**src/rtl/necc_pkg.sv**
```systemverilog
package necc_pkg;

    localparam int ADDR_W         = 12;
    localparam int BIT_W          = 4;
    localparam int DATA_W         = 1 << BIT_W;
    localparam int HALF_W         = ADDR_W + BIT_W;
    localparam int CODE_W         = 2 * HALF_W;
    localparam int CHK_BYTES      = CODE_W / 8;
    localparam int CHK_IDX_W      = $clog2(CHK_BYTES);
    localparam int CNT_W          = ADDR_W + 1;
    localparam int REG_W          = 32;
    localparam int MIN_PAGE_BYTES = 512;

    typedef enum logic [2:0] {
        REG_CTRL = 3'd0,
        REG_MODE = 3'd1,
        REG_STAT = 3'd2,
        REG_PAR0 = 3'd3,
        REG_PAR1 = 3'd4
    } reg_sel_e;

    typedef enum logic [1:0] {
        PH_DATA  = 2'd0,
        PH_CHECK = 2'd1,
        PH_DONE  = 2'd2
    } phase_e;

    // odd: sums over indices with the bit set; even: with the bit clear
    typedef struct packed {
        logic [HALF_W-1:0] odd;
        logic [HALF_W-1:0] even;
    } code_t;

    typedef struct packed {
        logic mul_err;
        logic chk_err;
        logic any_err;
    } flags_t;

    typedef struct packed {
        logic       wide;
        logic [1:0] size_sel;
    } mode_t;

    function automatic logic [CNT_W-1:0] words_in_page(input mode_t m);
        logic [CNT_W-1:0] nbytes;
        nbytes = CNT_W'(MIN_PAGE_BYTES) << m.size_sel;
        return m.wide ? (nbytes >> 1) : nbytes;
    endfunction

    // column parity: for each bit j of the bit index, XOR of the bits whose
    // index has bit j equal to 'upper'
    function automatic logic [BIT_W-1:0] col_parity(input logic [DATA_W-1:0] w,
                                                    input logic upper);
        logic [BIT_W-1:0] p;
        p = '0;
        for (int j = 0; j < BIT_W; j++)
            for (int b = 0; b < DATA_W; b++)
                if ((((b >> j) & 1) != 0) == upper)
                    p[j] = p[j] ^ w[b];
        return p;
    endfunction

    function automatic logic is_single(input logic [CODE_W-1:0] x);
        return (x != '0) && ((x & (x - CODE_W'(1))) == '0);
    endfunction

endpackage

```
**src/rtl/necc_seq.sv**
```systemverilog
module necc_seq
    import necc_pkg::*;
(
    input  logic                 clk,
    input  logic                 rst,
    input  logic                 clr,
    input  logic                 wr_stb,
    input  logic                 rd_stb,
    input  logic                 cmd_latch,
    input  logic                 addr_latch,
    input  mode_t                mode,
    output logic                 data_fire,
    output logic                 chk_fire,
    output logic [ADDR_W-1:0]    word_addr,
    output logic [CHK_IDX_W-1:0] chk_idx,
    output logic                 done
);

    phase_e               phase_q;
    logic [ADDR_W-1:0]    cnt_q;
    logic [CHK_IDX_W-1:0] idx_q;
    logic                 bus_data;
    logic [CNT_W-1:0]     last_word;
    logic                 at_last_word;
    logic                 at_last_chk;

    assign bus_data     = !cmd_latch && !addr_latch;
    assign data_fire    = bus_data && (wr_stb || rd_stb) && (phase_q == PH_DATA);
    assign chk_fire     = bus_data && rd_stb && (phase_q == PH_CHECK);
    assign last_word    = words_in_page(mode) - CNT_W'(1);
    assign at_last_word = ({1'b0, cnt_q} == last_word);
    assign at_last_chk  = mode.wide ? (idx_q == CHK_IDX_W'(CHK_BYTES / 2 - 1))
                                    : (idx_q == CHK_IDX_W'(CHK_BYTES - 1));

    always_ff @(posedge clk) begin
        if (rst || clr) begin
            phase_q <= PH_DATA;
            cnt_q   <= '0;
            idx_q   <= '0;
        end else begin
            case (phase_q)
                PH_DATA: begin
                    if (data_fire) begin
                        if (at_last_word) begin
                            phase_q <= PH_CHECK;
                            cnt_q   <= '0;
                        end else begin
                            cnt_q <= cnt_q + ADDR_W'(1);
                        end
                    end
                end
                PH_CHECK: begin
                    if (chk_fire) begin
                        if (at_last_chk) phase_q <= PH_DONE;
                        else             idx_q   <= idx_q + CHK_IDX_W'(1);
                    end
                end
                default: phase_q <= PH_DONE;
            endcase
        end
    end

    assign word_addr = cnt_q;
    assign chk_idx   = idx_q;
    assign done      = (phase_q == PH_DONE);

    // a finished page stays finished until cleared
    assert_done_sticky_R5: assert property (@(posedge clk) disable iff (rst)
        (done && !clr) |=> done);

    // once the check phase is entered, data counting never resumes without a clear
    assert_check_order_R4: assert property (@(posedge clk) disable iff (rst)
        (phase_q == PH_CHECK && !clr) |=> (phase_q != PH_DATA));

endmodule

```
**src/rtl/necc_accum.sv**
```systemverilog
module necc_accum
    import necc_pkg::*;
(
    input  logic              clk,
    input  logic              rst,
    input  logic              clr,
    input  logic              fire,
    input  logic [ADDR_W-1:0] word_addr,
    input  logic [DATA_W-1:0] data,
    output code_t             code
);

    code_t code_q;
    code_t code_d;
    logic  row_par;

    assign row_par = ^data;

    always_comb begin
        code_d = code_q;
        if (fire) begin
            code_d.odd[BIT_W-1:0]  = code_q.odd[BIT_W-1:0]  ^ col_parity(data, 1'b1);
            code_d.even[BIT_W-1:0] = code_q.even[BIT_W-1:0] ^ col_parity(data, 1'b0);
            for (int i = 0; i < ADDR_W; i++) begin
                if (word_addr[i])
                    code_d.odd[BIT_W+i]  = code_q.odd[BIT_W+i]  ^ row_par;
                else
                    code_d.even[BIT_W+i] = code_q.even[BIT_W+i] ^ row_par;
            end
        end
    end

    always_ff @(posedge clk) begin
        if (rst || clr) code_q <= '0;
        else            code_q <= code_d;
    end

    assign code = code_q;

    // without a qualified data strobe the code does not move
    assert_hold_idle_R2: assert property (@(posedge clk) disable iff (rst)
        (!fire && !clr) |=> $stable(code_q));

    // a clear request empties the code on the next cycle
    assert_clear_code_R12: assert property (@(posedge clk) disable iff (rst)
        clr |=> (code_q == '0));

endmodule

```
**src/rtl/necc_check.sv**
```systemverilog
module necc_check
    import necc_pkg::*;
(
    input  logic                 clk,
    input  logic                 rst,
    input  logic                 clr,
    input  logic                 chk_fire,
    input  logic [CHK_IDX_W-1:0] chk_idx,
    input  logic                 wide,
    input  logic [DATA_W-1:0]    data,
    input  code_t                code,
    input  logic                 done,
    output code_t                syndrome,
    output flags_t               flags
);

    logic [CODE_W-1:0] stored_q;
    logic              correctable;
    logic              single;
    logic              nonzero;

    always_ff @(posedge clk) begin
        if (rst || clr) begin
            stored_q <= '0;
        end else if (chk_fire) begin
            if (wide) stored_q[int'(chk_idx[0]) * DATA_W +: DATA_W] <= data;
            else      stored_q[int'(chk_idx) * 8 +: 8]              <= data[7:0];
        end
    end

    // stored bytes 0..1 line up with the odd half, bytes 2..3 with the even half
    assign syndrome.odd  = code.odd  ^ stored_q[HALF_W-1:0];
    assign syndrome.even = code.even ^ stored_q[CODE_W-1:HALF_W];

    assign nonzero     = (syndrome != '0);
    assign single      = is_single(syndrome);
    assign correctable = ((syndrome.odd ^ syndrome.even) == '1);

    always_comb begin
        flags = '0;
        if (done) begin
            flags.any_err = nonzero;
            flags.chk_err = single;
            flags.mul_err = nonzero && !single && !correctable;
        end
    end

    // the stored check value changes only on an accepted check strobe
    assert_stored_hold_R5: assert property (@(posedge clk) disable iff (rst)
        (!chk_fire && !clr) |=> $stable(stored_q));

    // once reported, the outcome stays put until a clear
    assert_flags_stable_R6: assert property (@(posedge clk) disable iff (rst)
        (done && !clr) |=> $stable(flags));

endmodule

```
**src/rtl/nand_page_ecc.sv**
```systemverilog
module nand_page_ecc
    import necc_pkg::*;
(
    input  logic             clk,
    input  logic             rst,
    input  logic [15:0]      nand_data,
    input  logic             wr_stb,
    input  logic             rd_stb,
    input  logic             cmd_latch,
    input  logic             addr_latch,
    input  logic [2:0]       reg_addr,
    input  logic             reg_wen,
    input  logic [31:0]      reg_wdata,
    output logic [31:0]      reg_rdata
);

    mode_t                mode_q;
    logic                 clr;
    logic [DATA_W-1:0]    bus_word;
    logic                 data_fire;
    logic                 chk_fire;
    logic [ADDR_W-1:0]    word_addr;
    logic [CHK_IDX_W-1:0] chk_idx;
    logic                 done;
    code_t                code;
    code_t                syndrome;
    flags_t               flags;
    logic                 unused_wdata_bits;

    assign unused_wdata_bits = ^{reg_wdata[REG_W-1:5], reg_wdata[3:2]};

    assign clr = reg_wen && (reg_addr == REG_CTRL) && reg_wdata[0];

    always_ff @(posedge clk) begin
        if (rst) begin
            mode_q <= '0;
        end else if (reg_wen && (reg_addr == REG_MODE)) begin
            mode_q.wide     <= reg_wdata[4];
            mode_q.size_sel <= reg_wdata[1:0];
        end
    end

    // narrow bus: only the low byte carries data
    assign bus_word = mode_q.wide ? nand_data
                                  : {{(DATA_W/2){1'b0}}, nand_data[DATA_W/2-1:0]};

    necc_seq u_seq (
        .clk        (clk),
        .rst        (rst),
        .clr        (clr),
        .wr_stb     (wr_stb),
        .rd_stb     (rd_stb),
        .cmd_latch  (cmd_latch),
        .addr_latch (addr_latch),
        .mode       (mode_q),
        .data_fire  (data_fire),
        .chk_fire   (chk_fire),
        .word_addr  (word_addr),
        .chk_idx    (chk_idx),
        .done       (done)
    );

    necc_accum u_accum (
        .clk       (clk),
        .rst       (rst),
        .clr       (clr),
        .fire      (data_fire),
        .word_addr (word_addr),
        .data      (bus_word),
        .code      (code)
    );

    necc_check u_check (
        .clk      (clk),
        .rst      (rst),
        .clr      (clr),
        .chk_fire (chk_fire),
        .chk_idx  (chk_idx),
        .wide     (mode_q.wide),
        .data     (bus_word),
        .code     (code),
        .done     (done),
        .syndrome (syndrome),
        .flags    (flags)
    );

    always_comb begin
        reg_rdata = '0;
        case (reg_addr)
            REG_MODE: begin
                reg_rdata[4]   = mode_q.wide;
                reg_rdata[1:0] = mode_q.size_sel;
            end
            REG_STAT: reg_rdata[2:0]        = flags;
            REG_PAR0: reg_rdata[HALF_W-1:0] = syndrome.odd;
            REG_PAR1: reg_rdata[HALF_W-1:0] = syndrome.even;
            default:  reg_rdata = '0;
        endcase
    end

endmodule

```
**config.mk**
```make
export PLATFORM = sky130hd
export DESIGN_NAME = nand_page_ecc
export DESIGN_NICKNAME = d
export VERILOG_FILES = /design/src/rtl/necc_pkg.sv /design/src/rtl/necc_seq.sv /design/src/rtl/necc_accum.sv /design/src/rtl/necc_check.sv /design/src/rtl/nand_page_ecc.sv
export SDC_FILE = /design/constraint.sdc
export NUM_CORES = 1
export LEC_CHECK = 0
export CORE_UTILIZATION = 49
export DETAILED_ROUTE_END_ITERATION = 10
export GPL_TIMING_DRIVEN = 0
export HOLD_SLACK_MARGIN = 0.12
export PLACE_DENSITY = 0.89
export SETUP_SLACK_MARGIN = 0.5
export SLEW_MARGIN = 40
export SYNTH_ARGS = -nofsm -noshare
export SYNTH_HDL_FRONTEND = slang
export SYNTH_SLANG_ARGS = --single-unit
```
**constraint.sdc**
```tcl
create_clock -name clk -period 2.33 [get_ports clk]
set_input_delay 0.466 -clock clk [delete_from_list [all_inputs] [get_ports clk]]
set_output_delay 0.466 -clock clk [all_outputs]
set_load 0.02 [all_outputs]
```
# Word-level counts from Yosys, hierarchy flattened
# Index checks and enable logic that the tools add are counted.
# word_totals
output_inout_bits,32
ram_bits,0
latchBits,0
ff_bits,83
mem_count,0
mem_bits_ro,0
# op_classes
n_shift,5
eq_ne,14
magnitude_cmp,0
n_mul,0
add_sub_neg,6
n_reduce_logical,49
n_div,0
bitwise,95
mux,75
# op_table
operator,n
$xor 1x1->1,76
$neg 5->33,2
$bwmux 32,2
$mux 1,58
$reduce_and 2->1,25
$xor 16x16->16,3
$shift 16x33->32 const A,1
$shift 8x33->32 const A,1
$shiftx 16x33->32,1
$shiftx 8x33->32,1
$and 32x32->32,1
$logic_not 32->1,1
$mux 32,1
$reduce_bool 32->1,1
$sub 32x1->32 const B,1
$pmux 11 s2,1
$eq 16x16->1 const B,1
$mux 16,1
$reduce_xor 16->1,1
$eq 12x13->1,1
$mux 13,1
$not 1->1,13
$shl 10x2->13 const A,1
$sub 13x1->13 const B,1
24 further kinds,48

# Longest topological paths before layout
# Gate-level depths: netlist of run 1.
# depth
depth_word,20
ltp_mapped,10
depth_no_buf,10

# By module
# From an unflattened synthesis of run 1, not the netlist that was laid out.
# hier_totals
cells_unflattened,688
area_unflattened_um2,5751.8
# modules_own_cells
module,cells_per_inst,n_inst,area_each_um2
necc_check,305,1,2438.6
necc_accum,191,1,1704.1
necc_seq,117,1,970.9
nand_page_ecc,75,1,638.1

# Worst setup path before layout of run 1
# OpenSTA, ideal clock, no wires.
# synth_path
path_kind,reg-to-output
start,register u_accum.code_q (netlist bit u_accum.code[17])
end,output port reg_rdata[1]
t_required_ps,1864
arrival_time_ps,2143
setup_slack_ps,-279
path_stages_with_launch,8
path_buffers,0
path_cell_list,dfxtp_1 -> xnor2_2 -> nand4_4 -> nor4_4 -> a31oi_1 -> a2111oi_2 -> and4_1 -> a31o_1
# synth_via
elab_chain_len,7
# synth_lines
item,line_no,source
"start, declared",necc_accum.sv:13,code_t code_q;
"start signal, assigned",necc_accum.sv:35,else code_q <= code_d;
$xor 16x16->16 *,necc_check.sv:32,assign syndrome.odd = code.odd ^ stored_q[HALF_W-1:0];
$sub 32x1->32,necc_pkg.sv:65,return (x != '0) && ((x & (x - CODE_W'(1))) == '0);
$and 32x32->32,necc_pkg.sv:65,
$logic_not 32->1,necc_pkg.sv:65,
$logic_and 1x1->1,necc_pkg.sv:65,
$mux 3,necc_check.sv:41,if (done) begin
$pmux 2 s4 *,nand_page_ecc.sv:89,case (reg_addr)
"end, declared",nand_page_ecc.sv:14,output logic [31:0] reg_rdata
# Mark *: on every way between the ends. The rest lies on a longest branch, timed or not.

# Worst setup path after layout of run 1
# layout_path
start,register u_check.stored_q[1]
end,output port reg_rdata[1]
# layout_via
elab_chain_len,7
# layout_lines
item,line_no,source
"start, declared",necc_check.sv:17,logic [CODE_W-1:0] stored_q;
"start signal, assigned by index",necc_check.sv:26,if (wide) stored_q[int'(chk_idx[0]) * DATA_W +: DATA_W] <= data;
"start signal, assigned by index",necc_check.sv:27,else stored_q[int'(chk_idx) * 8 +: 8] <= data[7:0];
$xor 16x16->16 *,necc_check.sv:32,
$sub 32x1->32,necc_pkg.sv:65,
$and 32x32->32,necc_pkg.sv:65,
$logic_not 32->1,necc_pkg.sv:65,
$logic_and 1x1->1,necc_pkg.sv:65,
$mux 3,necc_check.sv:41,
$pmux 2 s4 *,nand_page_ecc.sv:89,
# Marked as above.

==> metrics.md, run 1 <==
| Metric | Value |
|---|---|
| Antenna Nets Post-Route | `0` |
| FF-to-FF End | `u_seq.word_addr[7]` |
| Initial Utilization | `50.7%` |
| Critical path class | `reg2out` |
| Placer Congestion | `0.910` |
| Hold depth | `3` |
| Net Sw Frac | `35.5%` |
| CTS max path bufs | `2` |
| Worst Path Arrival | `2.83 ns` |
| TritonCTS clock tree | `built` |
| HP Start | `nand_data[1]` |
| Final Cycle Share | `142%` |
| Clock transition at path regs | `0.07 ns` |
| Post-DP HPWL | `12700 um` |
| Part of the power in registers | `30.5%` |
| Least-Margin Pin Slew | `0.798 ns` |
| Drt initial violations | `1148` |
| RSZ-0062 raised after global routing | `true` |
| Async SR Flop Fraction | `0%` |
| IO Port Bufs | `34` |
| Max Freq | `303 MHz` |
| Crit start category | `flop` |
| Top Metal Used | `met5` |
| Skew final | `0.00899 ns` |
| CP endpoint kind | `output port` |
| Max FO, Critical Path | `2` |
| First-pass GRT wire length | `35800 um` |
| I/O Pins | `90` |
| Top post-synthesis cells by area | `dfxtp_1 30%, xnor2_1 12%, xor2_1 7.4%` |
| Drt first pass iters | `8` |
| Total global routing track utilization | `41.7%` |
| Post-synth top area share | `30.0%` |
| Yosys cell types | `64` |
| Worst EP required | `1.86 ns` |
| Max Cap Violations | `0` |
| DR WL met2 | `13200 um` |
| Chip Width | `108 um` |
| Area growth, synth to finish | `71.4%` |
| Sequential share of the synthesized area | `30.0%` |
| Largest net degree at the start of global routing | `14` |
| Clock sink count | `83` |
| R2r setup slk | `-0.20 ns` |
| # H-tree levels | `3` |
| Path depth of the worst reg2reg path | `11` |
| Leakage power | `3.39 nW` |
| Vias in the first global route | `6357` |
| Mean Syn Cell Area | `8.41 um2` |
| Max Slew Vio Count | `0` |
| Drt drc | `0` |
| Count of state elements after synthesis | `83` |
| Vias per inst | `7.24` |
| M1 wire length | `9230 um` |
| Hold EP | `u_check.stored_q[1]` |
| Most used DFF post-synth | `dfxtp_1` |
| Clock share of power | `32.9%` |
| Core box area | `0.0109 mm2` |
| Status | `finished with violations` |
| DIE AREA | `0.0117 mm2` |
| Routed vias | `7071` |
| Internal power | `3.24 mW` |
| Post-synth top area cell | `dfxtp_1` |
| Cell at the root of the clock tree | `clkbuf_16` |
| Setup ws final | `-0.968 ns` |
| WL/cell | `31.3 um` |
| Routed WL | `30500 um` |
| Violated checks | `setup timing` |
| Final setup vio count | `16` |
| TritonCTS Buffers | `9` |
| TNS Setup | `-4.46 ns` |
| Nets | `894` |
| Mapped Area | `0.00555 mm2` |
| Net Sw Power | `1.78 mW` |
| Hold buffers post-CTS | `0` |
| Yosys Warn Count | `0` |
| Post-synth EDFFs | `0` |
| Worst hold-check path type | `in2reg` |
| Die height | `108 um` |
| Power density over the cells | `529 mW/mm2` |
| Gr ovfl total | `0` |
| Initial antenna violation count | `3` |
| Share of cells above drive strength 1 | `53.2%` |
| Cell count after synthesis | `659` |
| Clock latency on the worst-skew pair | `0.38 ns` |
| Synth cell count leaders | `83 x dfxtp_1, 80 x nor2_1, 73 x xnor2_1, 47 x xor2_1, 36 x nand2_1` |
| Tmin final | `3.30 ns` |
| Comb pwr share | `36.6%` |
| DR WL met3 | `4260 um` |
| Pre-CTS setup slack | `-1.09 ns` |
| VDD IR-drop max | `707 uV` |
| Slew HR | `46.6%` |
| # rows | `38` |
| Final hold violation count | `0` |
| Reg2reg start | `mode_q[2]` |
| Top-count cell post-synth | `dfxtp_1` |
==> cell families after synthesis <==
| kind of cell | synth area share (%) |
|---|---|
| other cells | 0.0676 |
| simple gates | 18.6 |
| mux | 0.722 |
| buf+inv | 5.46 |
| xor+xnor | 23.1 |
| fa+ha+maj | 1.53 |
| compound gates | 20.6 |
| flops | 30.0 |
==> timing repair <==
action                     in CTS  in global routing
pin swaps                      93                127
resized for setup             337                209
cloned                          6                  0
setup buffers                  62                 43
setup endpoints to repair      96                 93
==> power groups by stage <==
stage | sequential [mW] | clock (mW) | combinational (mW)
floorplan | 1.52 | 0 | 0.767
global placement | 1.53 | 0 | 0.947
detailed placement | 1.54 | 0 | 0.971
CTS | 1.52 | 1.52 | 1.39
global route | 1.53 | 1.69 | 1.89
finish | 1.53 | 1.66 | 1.84
==> placed cells by master, fill, tap and decap left out, drive strengths merged, types with 17 or more instances in the layout <==
| cell type | n |
|---|---|
| buf | 178 |
| xnor2 | 87 |
| dfxtp | 83 |
| nor2 | 80 |
| xor2 | 47 |
| nand2 | 37 |
| a211oi | 32 |
| a21oi | 28 |
| a22oi | 26 |
| nand3 | 25 |
| clkbuf | 24 |
| o21ai | 22 |
| o211ai | 17 |
==> metrics by stage <==
| stage | util (%) | hold slack, ns | instance area, um2 | instances | total power, mW |
|---|---|---|---|---|---|
| CTS | 75.5 | 0.407 | 8260 | 932 | 4.43 |
| floorplan | - | 0.444 | 5930 | 674 | 2.29 |
| finish | 86.9 | 0.392 | 9510 | 976 | 5.03 |
| global placement | 59.0 | 0.456 | 6450 | 848 | 2.48 |
| global route | 86.9 | 0.399 | 9500 | 975 | 5.11 |
| detailed placement | 59.0 | 0.464 | 6450 | 848 | 2.51 |
==> how the worst max path moves through the flow <==
stage,from,endpoint,cells after the start
after CTS,u_accum.code[5],reg_rdata[2],9
after global routing,u_check.stored_q[1],reg_rdata[1],9
after detailed placement,u_accum.code[19],reg_rdata[1],8
after global placement,u_accum.code[19],reg_rdata[1],8
after floorplan,u_accum.code[11],reg_rdata[2],8
final,u_check.stored_q[1],reg_rdata[1],9
==> critical path, cell delays in order (launching register included) <==
cell,delay [ns]
dfxtp_2,0.37
xnor2_4,0.29
nand4_4,0.15
nor4_4,0.32
buf_4,0.17
a31oi_1,0.16
a2111oi_2,0.40
and4_1,0.28
a31o_1,0.18
buf_6,0.13
==> flip-flops by register name, indices dropped and copies added, names as in the netlist <==
register,count
mode_q,3
u_seq.phase_q,2
u_seq.word_addr,12
u_seq.chk_idx,2
u_accum.code,32
u_check.stored_q,32
==> metal layers <==
metal | up-vias | global-route usage, %
met3 | 391 | 14.1
met4 | 4 | 32.3
li1 | 2661 | -
met5 | - | 0
met1 | 3223 | 44.0
met2 | 792 | 68.5
==> area by class of cell <==
type	instances	area [um2]
multi-input cells	533	5220
flip-flops and latches	83	1750
repair buffers	145	1450
fillers	472	1430
plain buffers	54	568
clock buffers	12	236
well taps	140	175
clock inverters	4	75.1
inverters	4	22.5
diodes	1	2.50
No activity file was read; power rests on OpenSTA's default activity.
==> run 2: changes to the inputs <==
- ABC_AREA: unset -> 1
- CORE_UTILIZATION: 49 -> 51
- PLACE_DENSITY: 0.89 -> 0.9
==> run 2 against run 1 <==
  * The flow now stops in global routing
  * Synthesized area up 15%
  * Synthesized cell count up 64%
==> metrics.md, run 2 <==
| Metric | Value |
|---|---|
| # rows | `40 (+5.3%)` |
| Hold buffers post-CTS | `0 (unchanged)` |
| Cell at the root of the clock tree | `clkbuf_16` |
| Most used DFF post-synth | `dfxtp_1` |
| Count of state elements after synthesis | `83 (unchanged)` |
| Post-synth top area cell | `dfxtp_1` |
| Die height | `114 um (+5.0%)` |
| Log Error | `[ERROR GRT-0232] Routing congestion too high. Check the congestion heatmap in the GUI.` |
| Total global routing track utilization | `70.7%` |
| Fail Step | `global routing` |
| Placer Congestion | `0.989 (+8.8%)` |
| # H-tree levels | `3 (unchanged)` |
| Synth cell count leaders | `379 x nand2_1, 139 x nor2_1, 125 x inv_1, 83 x dfxtp_1, 63 x a21oi_1` |
| TritonCTS Buffers | `9 (unchanged)` |
| Worst_ep grt | `reg_rdata[2]` |
| Yosys Warn Count | `0 (unchanged)` |
| Post-synth top area share | `26.1% (-3.9 points)` |
| Initial Utilization | `52.6% (+1.9 points)` |
| Cell count after synthesis | `1084 (+64%)` |
| Sequential share of the synthesized area | `26.1% (-3.9 points)` |
| CTS max path bufs | `2 (unchanged)` |
| I/O Pins | `90 (unchanged)` |
| Worst-path end type | `primary output` |
| Top-count cell post-synth | `nand2_1` |
| Yosys cell types | `40 (-38%)` |
| Mean Syn Cell Area | `5.88 um2 (-30%)` |
| Chip Width | `114 um (+5.0%)` |
| Post-DP HPWL | `16000 um (+26%)` |
| Largest net degree at the start of global routing | `15` |
| Top post-synthesis cells by area | `dfxtp_1 26%, nand2_1 22%, nor2_1 8.2%` |
| Post-synth EDFFs | `0 (unchanged)` |
| Placed cell area | `0.00741 mm2 (+15%)` |
| Clock sink count | `83 (unchanged)` |
| IO Port Bufs | `44 (+29%)` |
| Mapped Area | `0.00637 mm2 (+15%)` |
| Status | `aborted with a tool error` |
| Gr ovfl total | `55` |
| Async SR Flop Fraction | `0% (unchanged)` |
## run 2: changes by cell type after synthesis, moves of 17 or more
cell      before  now
a211oi_1      24    3
a22oi_1       26    0
a21oi_1       27   63
nor2_1        80  139
inv_1          1  125
nand2_1       36  379
o21ai_2        0   17
xor2_1        47   19
o21ai_0       18   49
xnor2_1       73   25
## run 2: cell families after synthesis
logic type,share of synthesized area [%]
xor+xnor,7.25
flops,26.1
other cells,0.0589
mux,0.157
simple gates,38.6
compound gates,15.3
fa+ha+maj,1.18
buf+inv,11.4
## run 2: timing repair
| item | 4_1_cts |
|---|---|
| gates resized for setup | 351 |
| endpoints found under the setup margin | 99 |
| buffers inserted | 58 |
| gates cloned | 6 |
| pin swaps | 66 |
## run 2: stage by stage
| step | instances | hold slack (ns) | setup WS (ns) |
|---|---|---|---|
| 2_1_floorplan | 1099 | 0.438 | 0.195 |
| 3_3_place_gp | 1311 | 0.452 | -0.830 |
| 4_1_cts | 1391 | 0.466 | -0.371 |
| 3_5_place_dp | 1311 | 0.453 | -0.870 |
## run 2: layer usage
| metal | GRT usage (%) | overflow |
|---|---|---|
| met5 | 18.8 | 0 |
| met4 | 70.3 | 20 |
| met3 | 49.7 | 1 |
| met2 | 89.6 | 34 |
| met1 | 73.1 | 0 |
==> run 3: changes to the inputs <==
- CORE_UTILIZATION: 51 -> 40
- HOLD_SLACK_MARGIN: 0.12 -> unset
- PLACE_DENSITY: 0.9 -> unset
- PLACE_DENSITY_LB_ADDON: unset -> 0.15
- SETUP_SLACK_MARGIN: 0.5 -> unset
- clock period: 2.33 -> 3.03 ns (I/O delays scaled with it)
==> run 3 against run 2 <==
  * The run now ends clean
  * Synthesized cell count unchanged
  * Synthesized area stayed put
==> metrics.md, run 3 <==
| Metric | Value |
|---|---|
| Max Freq | `336 MHz` |
| Commonest non-fill, non-tap cells in the layout | `336 x nand2_1, 117 x nor2_1, 109 x inv_1` |
| Crit start category | `input pin` |
| Max FO, Critical Path | `10` |
| CTS max path bufs | `2 (unchanged)` |
| Initial Utilization | `41.4% (-11 points)` |
| Drt drc | `0` |
| Leakage power | `3.57 nW` |
| DIE AREA | `0.0164 mm2` |
| Final hold violation count | `0` |
| IO Port Bufs | `44 (unchanged)` |
| Sequential share of the synthesized area | `26.1% (unchanged)` |
| Count of state elements after synthesis | `83 (unchanged)` |
| Most used DFF post-synth | `dfxtp_1` |
| Clock transition at path regs | `0.06 ns` |
| Post-synth top area cell | `dfxtp_1` |
| Initial antenna violation count | `0` |
| Routed WL | `21300 um` |
| Clock latency on the worst-skew pair | `0.35 ns` |
| Hold buffers post-CTS | `0 (unchanged)` |
| Mean Syn Cell Area | `5.88 um2 (unchanged)` |
| Vias per inst | `5.08` |
| Core box area | `0.0154 mm2` |
| Mapped Area | `0.00637 mm2 (unchanged)` |
| Seq. cell area | `0.00169 mm2` |
| Critical path class | `in2out` |
| TritonCTS clock tree | `built` |
| Pre-CTS setup slack | `-0.487 ns (+0.382 ns)` |
| Vias in the first global route | `6118` |
| Status | `finished clean` |
| Worst EP required | `2.42 ns` |
| Largest net degree at the start of global routing | `15` |
| Clock sink count | `83 (unchanged)` |
| I/O Pins | `90 (unchanged)` |
| Slew HR | `52.3%` |
| WL/cell | `15.4 um` |
| Tmin final | `2.98 ns` |
| Final Cycle Share | `98.3%` |
| # rows | `45 (+13%)` |
| Skew final | `0.00563 ns` |
| Synth cell count leaders | `379 x nand2_1, 139 x nor2_1, 125 x inv_1, 83 x dfxtp_1, 63 x a21oi_1` |
| Total global routing track utilization | `26.9%` |
| Top post-synthesis cells by area | `dfxtp_1 26%, nand2_1 22%, nor2_1 8.2%` |
| Post-synth top area share | `26.1% (unchanged)` |
| Die height | `128 um (+13%)` |
| Drt first pass iters | `5` |
| TritonCTS Buffers | `9 (unchanged)` |
| Power density over the cells | `436 mW/mm2` |
| Max Cap Violations | `0` |
| VDD IR-drop max | `278 uV` |
| Finished Cell Area | `0.00785 mm2` |
| Antenna Nets Post-Route | `0` |
| Routed vias | `7004` |
| Yosys Warn Count | `0 (unchanged)` |
| Max Slew Vio Count | `0` |
| Cell at the root of the clock tree | `clkbuf_16` |
| Least-Margin Pin Slew | `0.716 ns` |
| Gr ovfl total | `0` |
| Hold Worst Slack | `0.475 ns` |
| Nets | `1227` |
| Drt initial violations | `679` |
| Share of cells above drive strength 1 | `16.6%` |
| # H-tree levels | `3 (unchanged)` |
| Area growth, synth to finish | `23.3%` |
| Placed cell area | `0.00713 mm2 (-3.7%)` |
| Fill count | `1624` |
| ANT cells | `0` |
| Post-DP HPWL | `17100 um (+6.7%)` |
| RSZ-0062 raised after global routing | `true` |
| Worst hold-check path type | `reg2reg` |
| Top-count cell post-synth | `nand2_1` |
| Most common cell after layout, fill and taps aside | `nand2_1` |
| Post-synth EDFFs | `0 (unchanged)` |
| Yosys cell types | `40 (unchanged)` |
| Placer Congestion | `0.962 (-2.8%)` |
| Async SR Flop Fraction | `0% (unchanged)` |
| Cell count after synthesis | `1084 (unchanged)` |
| Setup ws final | `0.0501 ns` |
| CP endpoint kind | `output port` |
| Final setup vio count | `0` |
| Chip Width | `128 um (+13%)` |
| Multi-input gate area | `0.00435 mm2` |
| Worst Path Arrival | `2.37 ns` |
| First-pass GRT wire length | `33200 um` |
run 3: final timing paths:
path                   startpoint                    to  slack, ns  cells past startpoint
min reg2reg  u_check.stored_q[10]  u_check.stored_q[10]       0.47                      2
max reg2reg             mode_q[2]    u_seq.word_addr[9]       0.33                     14
max                   reg_addr[0]         reg_rdata[10]       0.05                      7
min          u_check.stored_q[10]  u_check.stored_q[10]       0.47                      2
run 3: cells by family (layout without fill, tap and decap cells):
logic type | count (synthesis) | after routing | synth area share, %
XOR/XNOR | 48 | 48 | 7.25
adder cells (fa/ha/maj) | 6 | 6 | 1.18
multiplexers | 1 | 1 | 0.157
buffers and inverters | 168 | 237 | 11.4
other | 1 | 16 | 0.0589
AO/OA/AOI/OAI | 169 | 169 | 15.3
AND/OR/NAND/NOR | 608 | 608 | 38.6
flip-flops | 83 | 83 | 26.1
run 3: routing by layer:
layer	vias to the layer above	GRT usage [%]	part of all wire [%]
met5	-	0	0
met4	0	9.27	2.7
met3	31	4.01	6.0
met2	237	42.5	45
met1	3163	37.2	47
li1	3573	-	-
run 3: worst max-delay path, cell delays in order:
cell	delay, ns
clkdlybuf4s50_1	0.53
inv_1	0.14
nor3_4	0.24
inv_1	0.14
buf_2	0.21
o22ai_1	0.16
clkdlybuf4s15_1	0.34
run 3: per-stage QoR:
| stage | total power [mW] | TNS (ns) | cells | utilization, % |
|---|---|---|---|---|
| 3_5_place_dp | 2.02 | -6.19 | 1354 | 46.4 |
| 3_3_place_gp | 2.02 | -6.54 | 1354 | 46.4 |
| 2_1_floorplan | 1.76 | 0 | 1099 | - |
| 4_1_cts | 3.36 | -0.00748 | 1373 | 49.8 |
| 6_report | 3.42 | 0 | 1379 | 51.1 |
| 5_1_grt | 3.60 | -0.0848 | 1379 | 51.1 |
run 3: area by class of cell:
type,instances,area share (%)
multi-input cells,848,55.3
flip-flops and latches,83,21.5
inverters,130,6.21
repair buffers,53,6.20
well taps,211,3.36
plain buffers,38,3.08
clock buffers,10,2.92
clock inverters,6,1.42
run 3: timing repair:
action,4_1_cts,5_1_grt
buffers inserted,3,6
setup endpoints to repair,16,17
pin swaps,8,17
gates resized for setup,89,92
run 3: where the power goes:
part / internal, mW / total, mW / switching, mW
Sequential: 1.12 / 1.15 / 0.0283
Clock: 0.807 / 1.27 / 0.459
Combinational: 0.357 / 1.01 / 0.651
Total: 2.28 / 3.42 / 1.14
